$ cat src/rtl/lrc_pkg.sv
package lrc_pkg;

  typedef enum logic [2:0] {
    ST_IDLE, ST_WAIT, ST_ISSUE, ST_POLL, ST_COMMIT, ST_DONE, ST_FAIL
  } lrc_state_t;

  typedef enum logic [2:0] {
    RD_LINK, RD_STAT, RD_SPEED, RD_ANX, RD_ADV, RD_LPADV
  } lrc_step_t;

  localparam int CFG_W      = 4;
  localparam int CFG_LINK   = 0;
  localparam int CFG_DUPLEX = 1;
  localparam int CFG_FAST   = 2;
  localparam int CFG_PAUSE  = 3;

  // PHY register number read in each step of the chain
  function automatic logic [4:0] step_regnum(lrc_step_t s);
    case (s)
      RD_LINK, RD_STAT: return 5'd1;
      RD_SPEED:         return 5'd31;
      RD_ANX:           return 5'd6;
      RD_ADV:           return 5'd4;
      RD_LPADV:         return 5'd5;
      default:          return 5'd1;
    endcase
  endfunction

  function automatic logic [31:0] access_word(logic [4:0] phy, logic [4:0] regnum);
    logic [31:0] w;
    w        = '0;
    w[31]    = 1'b1;
    w[30]    = 1'b0;
    w[25:21] = phy;
    w[20:16] = regnum;
    return w;
  endfunction

  // returns {fast, duplex}
  function automatic logic [1:0] speed_flags(logic [2:0] code);
    case (code)
      3'd1:    return 2'b00;
      3'd5:    return 2'b01;
      3'd2:    return 2'b10;
      3'd6:    return 2'b11;
      default: return 2'b00;
    endcase
  endfunction

endpackage

$ cat src/rtl/lrc_tick_timer.sv
module lrc_tick_timer #(
  parameter int TICKS = 1000
) (
  input  logic clk,
  input  logic rst_n,
  input  logic arm,
  output logic expired
);
  localparam int CW = $clog2(TICKS + 1);

  logic [CW-1:0] cnt;

  always_ff @(posedge clk) begin
    if (!rst_n)            cnt <= '0;
    else if (arm)          cnt <= CW'(TICKS);
    else if (cnt != '0)    cnt <= cnt - CW'(1);
  end

  assign expired = (cnt == '0);
endmodule

$ cat src/rtl/lrc_try_counter.sv
module lrc_try_counter #(
  parameter int TRIES = 10
) (
  input  logic clk,
  input  logic rst_n,
  input  logic clr,
  input  logic bump,
  output logic last
);
  localparam int CW = $clog2(TRIES + 1);

  logic [CW-1:0] cnt;

  always_ff @(posedge clk) begin
    if (!rst_n)      cnt <= '0;
    else if (clr)    cnt <= '0;
    else if (bump)   cnt <= cnt + CW'(1);
  end

  assign last = (cnt == CW'(TRIES - 1));
endmodule

$ cat src/rtl/lan_link_resolver.sv
module lan_link_resolver
  import lrc_pkg::*;
#(
  parameter int PHY_ADDR    = 6,
  parameter int DELAY_TICKS = 1000,
  parameter int LINK_TRIES  = 10
) (
  input  logic              clk,
  input  logic              rst_n,
  input  logic              start,
  output logic              acc_req,
  output logic [31:0]       acc_word,
  input  logic [31:0]       acc_rdata,
  output logic              xover_mdix,
  output logic              cfg_we,
  output logic [CFG_W-1:0]  cfg_word,
  output logic              done,
  output logic              fail
);

  lrc_state_t state;
  lrc_step_t  step;
  logic       an_able, dl, sl, pl, xover_q, cfg_we_q;
  logic [CFG_W-1:0] cfg_q;

  // named internal events
  logic        launch, acc_busy, rd_valid, link_miss, tmr_expired, tries_last;
  logic [15:0] rd_data;
  logic        unused_bits;

  assign acc_busy  = acc_rdata[31];
  assign rd_data   = acc_rdata[15:0];
  assign launch    = start && (state == ST_IDLE || state == ST_DONE || state == ST_FAIL);
  assign rd_valid  = (state == ST_POLL) && !acc_busy;
  assign link_miss = rd_valid && (step == RD_LINK) && !rd_data[2];
  assign unused_bits = ^{acc_rdata[30:16], rd_data[15:11], rd_data[9:6], rd_data[1]};

  lrc_tick_timer #(.TICKS(DELAY_TICKS)) u_timer (
    .clk     (clk),
    .rst_n   (rst_n),
    .arm     (launch || (link_miss && !tries_last)),
    .expired (tmr_expired)
  );

  lrc_try_counter #(.TRIES(LINK_TRIES)) u_tries (
    .clk   (clk),
    .rst_n (rst_n),
    .clr   (launch),
    .bump  (link_miss),
    .last  (tries_last)
  );

  always_ff @(posedge clk) begin
    if (!rst_n) begin
      state    <= ST_IDLE;
      step     <= RD_LINK;
      an_able  <= 1'b0;
      dl       <= 1'b0;
      sl       <= 1'b0;
      pl       <= 1'b0;
      xover_q  <= 1'b0;
      cfg_q    <= '0;
      cfg_we_q <= 1'b0;
    end else begin
      cfg_we_q <= (state == ST_COMMIT);
      if (launch) begin
        state   <= ST_WAIT;
        step    <= RD_LINK;
        an_able <= 1'b0;
        dl      <= 1'b0;
        sl      <= 1'b0;
        pl      <= 1'b0;
        xover_q <= 1'b0;
        cfg_q   <= '0;
      end else begin
        case (state)
          ST_WAIT:  if (tmr_expired) state <= ST_ISSUE;
          ST_ISSUE: state <= ST_POLL;
          ST_POLL: if (rd_valid) begin
            case (step)
              RD_LINK: begin
                if (rd_data[2]) begin
                  step  <= RD_STAT;
                  state <= ST_ISSUE;
                end else begin
                  xover_q <= ~xover_q;
                  state   <= tries_last ? ST_FAIL : ST_WAIT;
                end
              end
              RD_STAT: begin
                an_able <= rd_data[3];
                if (rd_data[5]) begin
                  step  <= RD_SPEED;
                  state <= ST_ISSUE;
                end else begin
                  state <= ST_DONE;
                end
              end
              RD_SPEED: begin
                {sl, dl} <= speed_flags(rd_data[4:2]);
                if (an_able) begin
                  step  <= RD_ANX;
                  state <= ST_ISSUE;
                end else begin
                  state <= ST_COMMIT;
                end
              end
              RD_ANX: begin
                if (rd_data[0]) begin
                  step  <= RD_ADV;
                  state <= ST_ISSUE;
                end else begin
                  state <= ST_COMMIT;
                end
              end
              RD_ADV: begin
                if (rd_data[10]) begin
                  step  <= RD_LPADV;
                  state <= ST_ISSUE;
                end else begin
                  state <= ST_COMMIT;
                end
              end
              RD_LPADV: begin
                pl    <= rd_data[10];
                state <= ST_COMMIT;
              end
              default: state <= ST_FAIL;
            endcase
          end
          ST_COMMIT: begin
            cfg_q[CFG_LINK]   <= 1'b1;
            cfg_q[CFG_DUPLEX] <= dl;
            cfg_q[CFG_FAST]   <= sl;
            cfg_q[CFG_PAUSE]  <= pl;
            state             <= ST_DONE;
          end
          default: ;
        endcase
      end
    end
  end

  assign acc_req    = (state == ST_ISSUE);
  assign acc_word   = access_word(5'(PHY_ADDR), step_regnum(step));
  assign xover_mdix = xover_q;
  assign cfg_we     = cfg_we_q;
  assign cfg_word   = cfg_q;
  assign done       = (state == ST_DONE);
  assign fail       = (state == ST_FAIL);

endmodule

$ cat config.mk
export PLATFORM = sky130hd
export DESIGN_NAME = lan_link_resolver
export DESIGN_NICKNAME = d
export VERILOG_FILES = /design/src/rtl/lrc_pkg.sv /design/src/rtl/lrc_tick_timer.sv /design/src/rtl/lrc_try_counter.sv /design/src/rtl/lan_link_resolver.sv
export SDC_FILE = /design/constraint.sdc
export NUM_CORES = 1
export LEC_CHECK = 0
export BUFFER_PORTS_ARGS = -buffer_cell sky130_fd_sc_hd__clkbuf_2
export CORE_MARGIN = 2
export CORE_UTILIZATION = 45
export CTS_BUF_LIST = sky130_fd_sc_hd__clkbuf_4 sky130_fd_sc_hd__clkbuf_8
export DETAILED_ROUTE_END_ITERATION = 6
export PLACE_DENSITY = 0.82
export SETUP_SLACK_MARGIN = 0.02
export SYNTH_ARGS = -nofsm -noshare
export SYNTH_HDL_FRONTEND = slang
export SYNTH_SLANG_ARGS = --single-unit
export TNS_END_PERCENT = 100
$ cat constraint.sdc
create_clock -name clk -period 2.2 [get_ports clk]
set_input_delay 0.11 -clock clk [delete_from_list [all_inputs] [get_ports clk]]
set_output_delay 0.11 -clock clk [all_outputs]
set_load 0.01 [all_outputs]
==> impl_results.md, run 1 <==
- Status: complete, no violations
- RR Endpoint: u_timer.cnt[1]$_SDFFE_PP0P_
- Util after Layout: 0.5027
- Worst-Margin Slew: 0.6447 ns
- Cell Chain, Critical Path: and4bb_2 -> nand2_1 -> o21bai_1 -> a211oi_1
- Largest net degree at the start of global routing: 18
- Worst path arrival time: 1.94 ns
- Slowest cell on crit path: dfxtp_1
- Layout area overhead: 7.420%
- Quantity of hold-fixing buffers added after cts: 0
- TritonCTS buffer count: 5
- Rel. slew slack: 0.5683
- Placed cells: 285
- Aggregate global routing overflow: 0
- Post-DP HPWL: 2584 um
- Worst Path Buf+Inv: 0
- # IOs: 76
- Die span in x: 68.50 um
- Syn Area/Cell: 8.508 um2
- Post-CTS setup buffers: 0
- Worst path top cell family by delay: simple AND/OR/NAND/NOR gates
- Skew final: 0.003146 ns
- Setup slack, reg-to-reg: 0.42 ns
- Final Max Tran Viols: 0
- Post-Synthesis Cells: 220
- Hold violation total from the final report: 0
- Gates resized, CTS repair: 0
- Antenna-violating nets left: 0
- Input/output buffers: 23
- Crit Path Category: register to register
- Vias in the first global route: 1,329
- Syn Std Cell Area: 0.001872 mm2
- Req. time, crit path: 2.36 ns
- Gpl congestion: 0.8615
- Setup repair after global routing missed its margin: no
- CP Launch Type: register
- Final period utilization: 0.8103
- Post-synth top area cell: dfxtp_1
- First-pass GRT wire length: 5740 um
- Most area-consuming cells after synthesis: dfxtp_1 32%, buf_4 11%, mux2i_1 4.3%
- Final WL: 3476 um
- Largest vdd supply drop: 319.5 uV
- Pleak: 0.0008472 uW
- FF+latch count, synth: 30
- CTS Buffer Depth: 2
- H-Tree Depth: 2
- Top-area cell type share of the netlist area: 0.3209
- Distinct cells, synth: 51
- Fmax: 0.5610 GHz
- Hold path cells: 3
- Starting Density: 0.4679
- Tot GR Track Use: 0.1641
- R2R depth: 4
- DRC Markers: 0
- DR iter-0 viols: 87
- Post-DP Area: 0.001916 mm2
- PD cells: 713.4 mW/mm2
- Register Area: 600.6 um2
- CTS sink cnt: 30
- Area of the multi-input gates: 0.001074 mm2
- Fill count: 402
- Die area: 0.004692 mm2
- 1st-pass router iterations: 7
- Dominant synthesized flop cell: dfxtp_1
- Drt wl/cell: 11.86 um
- Clock slew at reported path FFs: 0.06 ns
- Final count of negative-setup-slack endpoints: 0
- CTS tree: built
- Slowest stage delay, CP: 0.58 ns
- Site Rows: 23
- Final instance area: 0.002011 mm2
- Clk Tree Root Cell: clkbuf_8
- Post-synth EDFFs: 0
- Cell Count, Final, Fillers Out: 293
- Diode count: 0
- Ys async rst share: 0
- Nets: 280
- Worst min-delay path class: input port to register
- Placeable Area: 0.004000 mm2
- DR vias: 1,500
- Hold path endpoint: dl$_SDFFE_PP0P_
- Max Cap Viol: 0
- Initial antenna violation count: 0
- Reg2reg start: state[0]$_SDFFE_PN0P_
- Yosys warning total: 0
- Total negative slack: 0 ns
- DR vias/cell: 5.119
- Total chip power: 1434 uW
- CP max FO: 13
- Post-synthesis sequential area ratio: 0.3209
- Height of the chip: 68.50 um
- Share of cells above drive strength 1: 0.1934
- Crit path time final: 1.783 ns
- Crit end category: register
- Clock Latency Late Sink: 0.28 ns
- HP Start: acc_rdata[4]
==> cells in the final DEF, fill, tap and decap left out, types with 2 or more instances in the layout <==
master	netlist	final
nand2_1	10	10
and2_1	2	2
nor4_4	2	2
o31ai_1	4	4
nand2b_1	5	5
nand4_1	2	2
xnor2_1	4	4
clkbuf_2	0	23
a31oi_1	4	4
a21oi_1	11	11
mux2i_1	8	8
a211oi_1	4	4
nand3_1	8	8
inv_1	9	9
ha_1	3	3
buf_4	28	4
and3_1	3	3
nand4b_1	2	2
o21bai_1	2	2
nor2_1	21	21
o21ba_2	2	2
a41oi_1	2	2
a311oi_1	2	2
dfxtp_1	30	30
conb_1	2	27
nor3b_1	3	3
o21ai_0	3	3
xor2_1	8	8
nor2b_1	5	5
nor3_1	4	4
clkbuf_8	0	6
==> worst max-delay path by stage <==
stage / start / end / slack (ns) / cells past startpoint
5_1_grt: state[0]$_SDFFE_PN0P_ / u_timer.cnt[1]$_SDFFE_PP0P_ / 0.23 / 4
4_1_cts: state[0]$_SDFFE_PN0P_ / u_timer.cnt[1]$_SDFFE_PP0P_ / 0.41 / 4
3_3_place_gp: state[0]$_SDFFE_PN0P_ / u_timer.cnt[4]$_SDFFE_PP0P_ / 0.45 / 4
3_5_place_dp: state[0]$_SDFFE_PN0P_ / u_timer.cnt[0]$_SDFFE_PP0P_ / 0.43 / 4
6_report: state[0]$_SDFFE_PN0P_ / u_timer.cnt[1]$_SDFFE_PP0P_ / 0.42 / 4
2_1_floorplan: step[2]$_SDFFE_PP0P_ / dl$_SDFFE_PP0P_ / 0.59 / 6
==> power breakdown <==
group	internal, uW	switching [uW]	leakage [uW]
sequential	587	60.4	0.000245
combinational	139	175	0.000551
clock	264	209	0.0000517
==> layout make-up <==
class	instances	share of cell area
multi-input cells	169	0.5339
flip-flops and latches	30	0.2987
repair buffers	27	0.07218
clock buffers	7	0.04480
well taps	50	0.03111
inverters	9	0.01680
clock inverters	1	0.002489
==> cells in the mapped netlist, types with 3 or more instances <==
cell and number:
nand3_1 8, buf_2 5, nor3b_1 3, a211oi_1 4, inv_1 9, nor2_1 21, nor2b_1 5, ha_1 3
buf_4 28, nor3_1 4, xnor2_1 4, nand2_1 10, nand2b_1 5, o31ai_1 4, xor2_1 8, a21oi_1 11
and3_1 3, mux2i_1 8, o21ai_0 3, dfxtp_1 30, a31oi_1 4
==> worst register-to-register path, delay by kind of cell (launching register included) <==
kind | cells | cell delay (ns)
simple gates | 2 | 0.68
compound gates | 2 | 0.41
flops | 1 | 0.58
==> routing by layer <==
layer  part of all wire  up-vias  GRT usage
met3              0.055        4    0.03409
met2               0.48       44     0.2620
li1                   -      758          -
met1               0.46      694     0.2046
met5                  0        -          0
met4             0.0055        0    0.09250
==> logic make-up (layout without fill, tap and decap cells) <==
logic type	count (synthesis)	count (layout)	share of synthesized area
muxes	8	8	0.04278
other	2	27	0.004012
and+or+nand+nor	76	76	0.2366
xor gates and xnor gates	12	12	0.05615
AOI/OAI and AO/OA	43	43	0.1638
adders and majority gates	3	3	0.02006
DFF	30	30	0.3209
buffers and inverters	46	44	0.1557
==> flip-flops by register name (all words and copies together) (netlist names) <==
name / flops
an_able: 1
state: 3
sl: 1
dl: 1
pl: 1
u_timer.cnt: 10
u_tries.cnt: 4
xover_mdix: 1
step: 3
cfg_word: 4
cfg_we: 1
==> per-stage QoR <==
step	hold slack (ns)	worst slack, ns
finish	0.07957	0.4174
CTS	0.06841	0.4145
global placement	0.3621	0.4456
floorplan	0.2317	0.5906
global route	0.09508	0.2310
detailed placement	0.3716	0.4292
No activity file was read; power rests on OpenSTA's default activity.
==> inputs of run 2 (changes only) <==
--- a/config.mk
+++ b/config.mk
@@ -10,7 +10,7 @@
 export CORE_UTILIZATION = 45
 export CTS_BUF_LIST = sky130_fd_sc_hd__clkbuf_4 sky130_fd_sc_hd__clkbuf_8
 export DETAILED_ROUTE_END_ITERATION = 6
-export PLACE_DENSITY = 0.82
+export PLACE_DENSITY = 0.85
 export SETUP_SLACK_MARGIN = 0.02
 export SYNTH_ARGS = -nofsm -noshare
 export SYNTH_HDL_FRONTEND = slang
==> constraint.sdc (replaced) <==
create_clock -name clk -period 1.5 [get_ports clk]
set_input_delay 0.075 -clock clk [delete_from_list [all_inputs] [get_ports clk]]
set_output_delay 0.075 -clock clk [all_outputs]
set_load 0.01 [all_outputs]
==> impl_results.md, run 2 (synthesis gave the netlist of run 1 again) <==
- Clock slew at reported path FFs: 0.06 ns (about the same)
- Cell Chain, Critical Path: buf_4 -> a222oi_1 -> buf_4 -> a21oi_1 -> a211oi_1 (was and4bb_2 -> nand2_1 -> o21bai_1 -> a211oi_1)
- Fmax: 0.6781 GHz (was 0.5610 GHz)
- Input/output buffers: 23 (unchanged)
- Die span in x: 68.50 um (unchanged)
- Rel. slew slack: 0.6684 (was 0.5683)
- First-pass GRT wire length: 6699 um (was 5740 um)
- DR vias: 1,636 (was 1,500)
- CP Launch Type: register (unchanged)
- Worst Path Buf+Inv: 2 (was 0)
- Uppermost routed layer: met4 (unchanged)
- Max Cap Viol: 0 (unchanged)
- CTS Buffer Depth: 2 (unchanged)
- CTS tree: built (unchanged)
- TritonCTS buffer count: 5 (unchanged)
- Status: complete, no violations (unchanged)
- H-Tree Depth: 2 (unchanged)
- CP dominant cell by count: buf_4
- Worst path arrival time: 1.65 ns (was 1.94 ns)
- Initial antenna violation count: 0 (unchanged)
- Slowest cell on crit path: dfxtp_4 (was dfxtp_1)
- Crit path time final: 1.475 ns (was 1.783 ns)
- Placeable Area: 0.004000 mm2 (unchanged)
- Skew final: 0.01195 ns (was 0.003146 ns)
- Biggest register: u_timer.cnt (unchanged)
- Met1 wire length: 1723 um (was 1584 um)
- Req. time, crit path: 1.68 ns (was 2.36 ns)
- Share of cells above drive strength 1: 0.3346 (was 0.1934)
- Pleak: 0.001004 uW (was 0.0008472 uW)
- Setup repair after global routing missed its margin: yes (was no)
- DR WL met3: 282 um (was 192 um)
- Starting Density: 0.4679 (unchanged)
- DRC Markers: 0 (unchanged)
- Worst min-delay path class: input port to register (unchanged)
- DR iter-0 viols: 75 (was 87)
- Gpl congestion: 0.8381 (was 0.8615)
- PD cells: 952.1 mW/mm2 (was 713.4 mW/mm2)
- 1st-pass router iterations: 4 (was 7)
- Largest register FFs: 10 (unchanged)
- Final WL: 4096 um (was 3476 um)
- # IOs: 76 (unchanged)
- Hold violation total from the final report: 0 (unchanged)
- Vias in the first global route: 1,559 (was 1,329)
- DR vias/cell: 5.129 (was 5.119)
- Worst-Margin Slew: 0.4848 ns (was 0.6447 ns)
- Fill count: 337 (was 402)
- Clock Latency Late Sink: 0.28 ns (about the same)
- Drt wl/cell: 12.84 um (was 11.86 um)
- Worst path top cell family by delay: compound AO/OA/AOI/OAI gates (was simple AND/OR/NAND/NOR gates)
- Largest vdd supply drop: 802.5 uV (was 319.5 uV)
- Nets: 308 (was 280)
- Util after Layout: 0.5721 (was 0.5027)
- CTS sink cnt: 30 (unchanged)
- Crit Path Category: register to register (unchanged)
- Commonest cells after routing, fill and taps aside: 31 x buf_4, 27 x conb_1, 24 x dfxtp_1 (was 30 x dfxtp_1, 27 x conb_1, 23 x clkbuf_2)
- Diode count: 0 (unchanged)
- Final period utilization: 0.9831 (was 0.8103)
- Site Rows: 23 (unchanged)
- Height of the chip: 68.50 um (unchanged)
- Antenna-violating nets left: 0 (unchanged)
- Final Max Tran Viols: 0 (unchanged)
- Final hold slack: 0.04220 ns (was 0.07957 ns)
- Largest net degree at the start of global routing: 15 (was 18)
- Leading cell type in the layout, fill and taps excluded: buf_4 (was dfxtp_1)
- Tot GR Track Use: 0.1932 (was 0.1641)
- CP max FO: 9 (was 13)
- Routed length on met2: 2036 um (was 1679 um)
- Layout area overhead: 22.26% (was 7.420%)
- Crit end category: register (unchanged)
- Final count of negative-setup-slack endpoints: 0 (unchanged)
- Die area: 0.004692 mm2 (unchanged)
- Post-DP HPWL: 2929 um (was 2584 um)
- Clk Tree Root Cell: clkbuf_8 (unchanged)
- Slowest stage delay, CP: 0.38 ns (was 0.58 ns)
- Aggregate global routing overflow: 0 (unchanged)
-- run 2: path summary, 6_finish.rpt --
check / startpoint / end / slack, ns / cells past startpoint
max reg2reg: step[0]$_SDFFE_PP0P_ / step[0]$_SDFFE_PP0P_ / 0.03 / 5
max: step[0]$_SDFFE_PP0P_ / step[0]$_SDFFE_PP0P_ / 0.03 / 5
min reg2reg: dl$_SDFFE_PP0P_ / dl$_SDFFE_PP0P_ / 0.45 / 2
min: acc_rdata[4] / dl$_SDFFE_PP0P_ / 0.04 / 3
-- run 2: report_power, final --
| part | internal (uW) | leakage (uW) | total (uW) | switching (uW) |
|---|---|---|---|---|
| clock network | 353 | 0.0000431 | 633 | 280 |
| registers | 857 | 0.000248 | 935 | 77.8 |
| logic | 296 | 0.000712 | 612 | 315 |
-- run 2: final cells by class --
class / count / area [um2] / area share
Multi-Input combinational cell: 169 / 1135 / 0.4959
Tap cell: 50 / 62.56 / 0.02734
Timing Repair Buffer: 55 / 359.1 / 0.1569
Clock buffer: 6 / 82.58 / 0.03609
Sequential cell: 30 / 615.6 / 0.2690
Inverter: 9 / 33.78 / 0.01476
-- run 2: per-stage QoR --
stage	cells	TNS, ns	worst slack [ns]	area, um2	power (uW)
floorplan	245	0	0.02742	1979	1373
global placement	309	0	0.02658	2108	1493
detailed placement	309	-0.1074	-0.03345	2108	1518
CTS	315	0	0.02356	2212	2184
global route	319	-0.06999	-0.01932	2288	2331
finish	319	0	0.02531	2288	2179
-- run 2: worst register-to-register path: stages, from the launching register on --
cell and delay [ns]:
dfxtp_4 0.38, buf_4 0.14, a222oi_1 0.35, buf_4 0.19
a21oi_1 0.07, a211oi_1 0.24
-- run 2: layer usage --
layer / track usage / vias up
li1: - / 811
met1: 0.2278 / 768
met2: 0.3197 / 53
met3: 0.06006 / 4
met4: 0.08750 / 0
met5: 0 / -
-- run 2: timing repair --
item	in CTS	in global routing
setup buffers	0	4
endpoints found under the setup margin	9	27
pin swaps	1	0
hold buffers	0	0
gates resized for setup	7	13
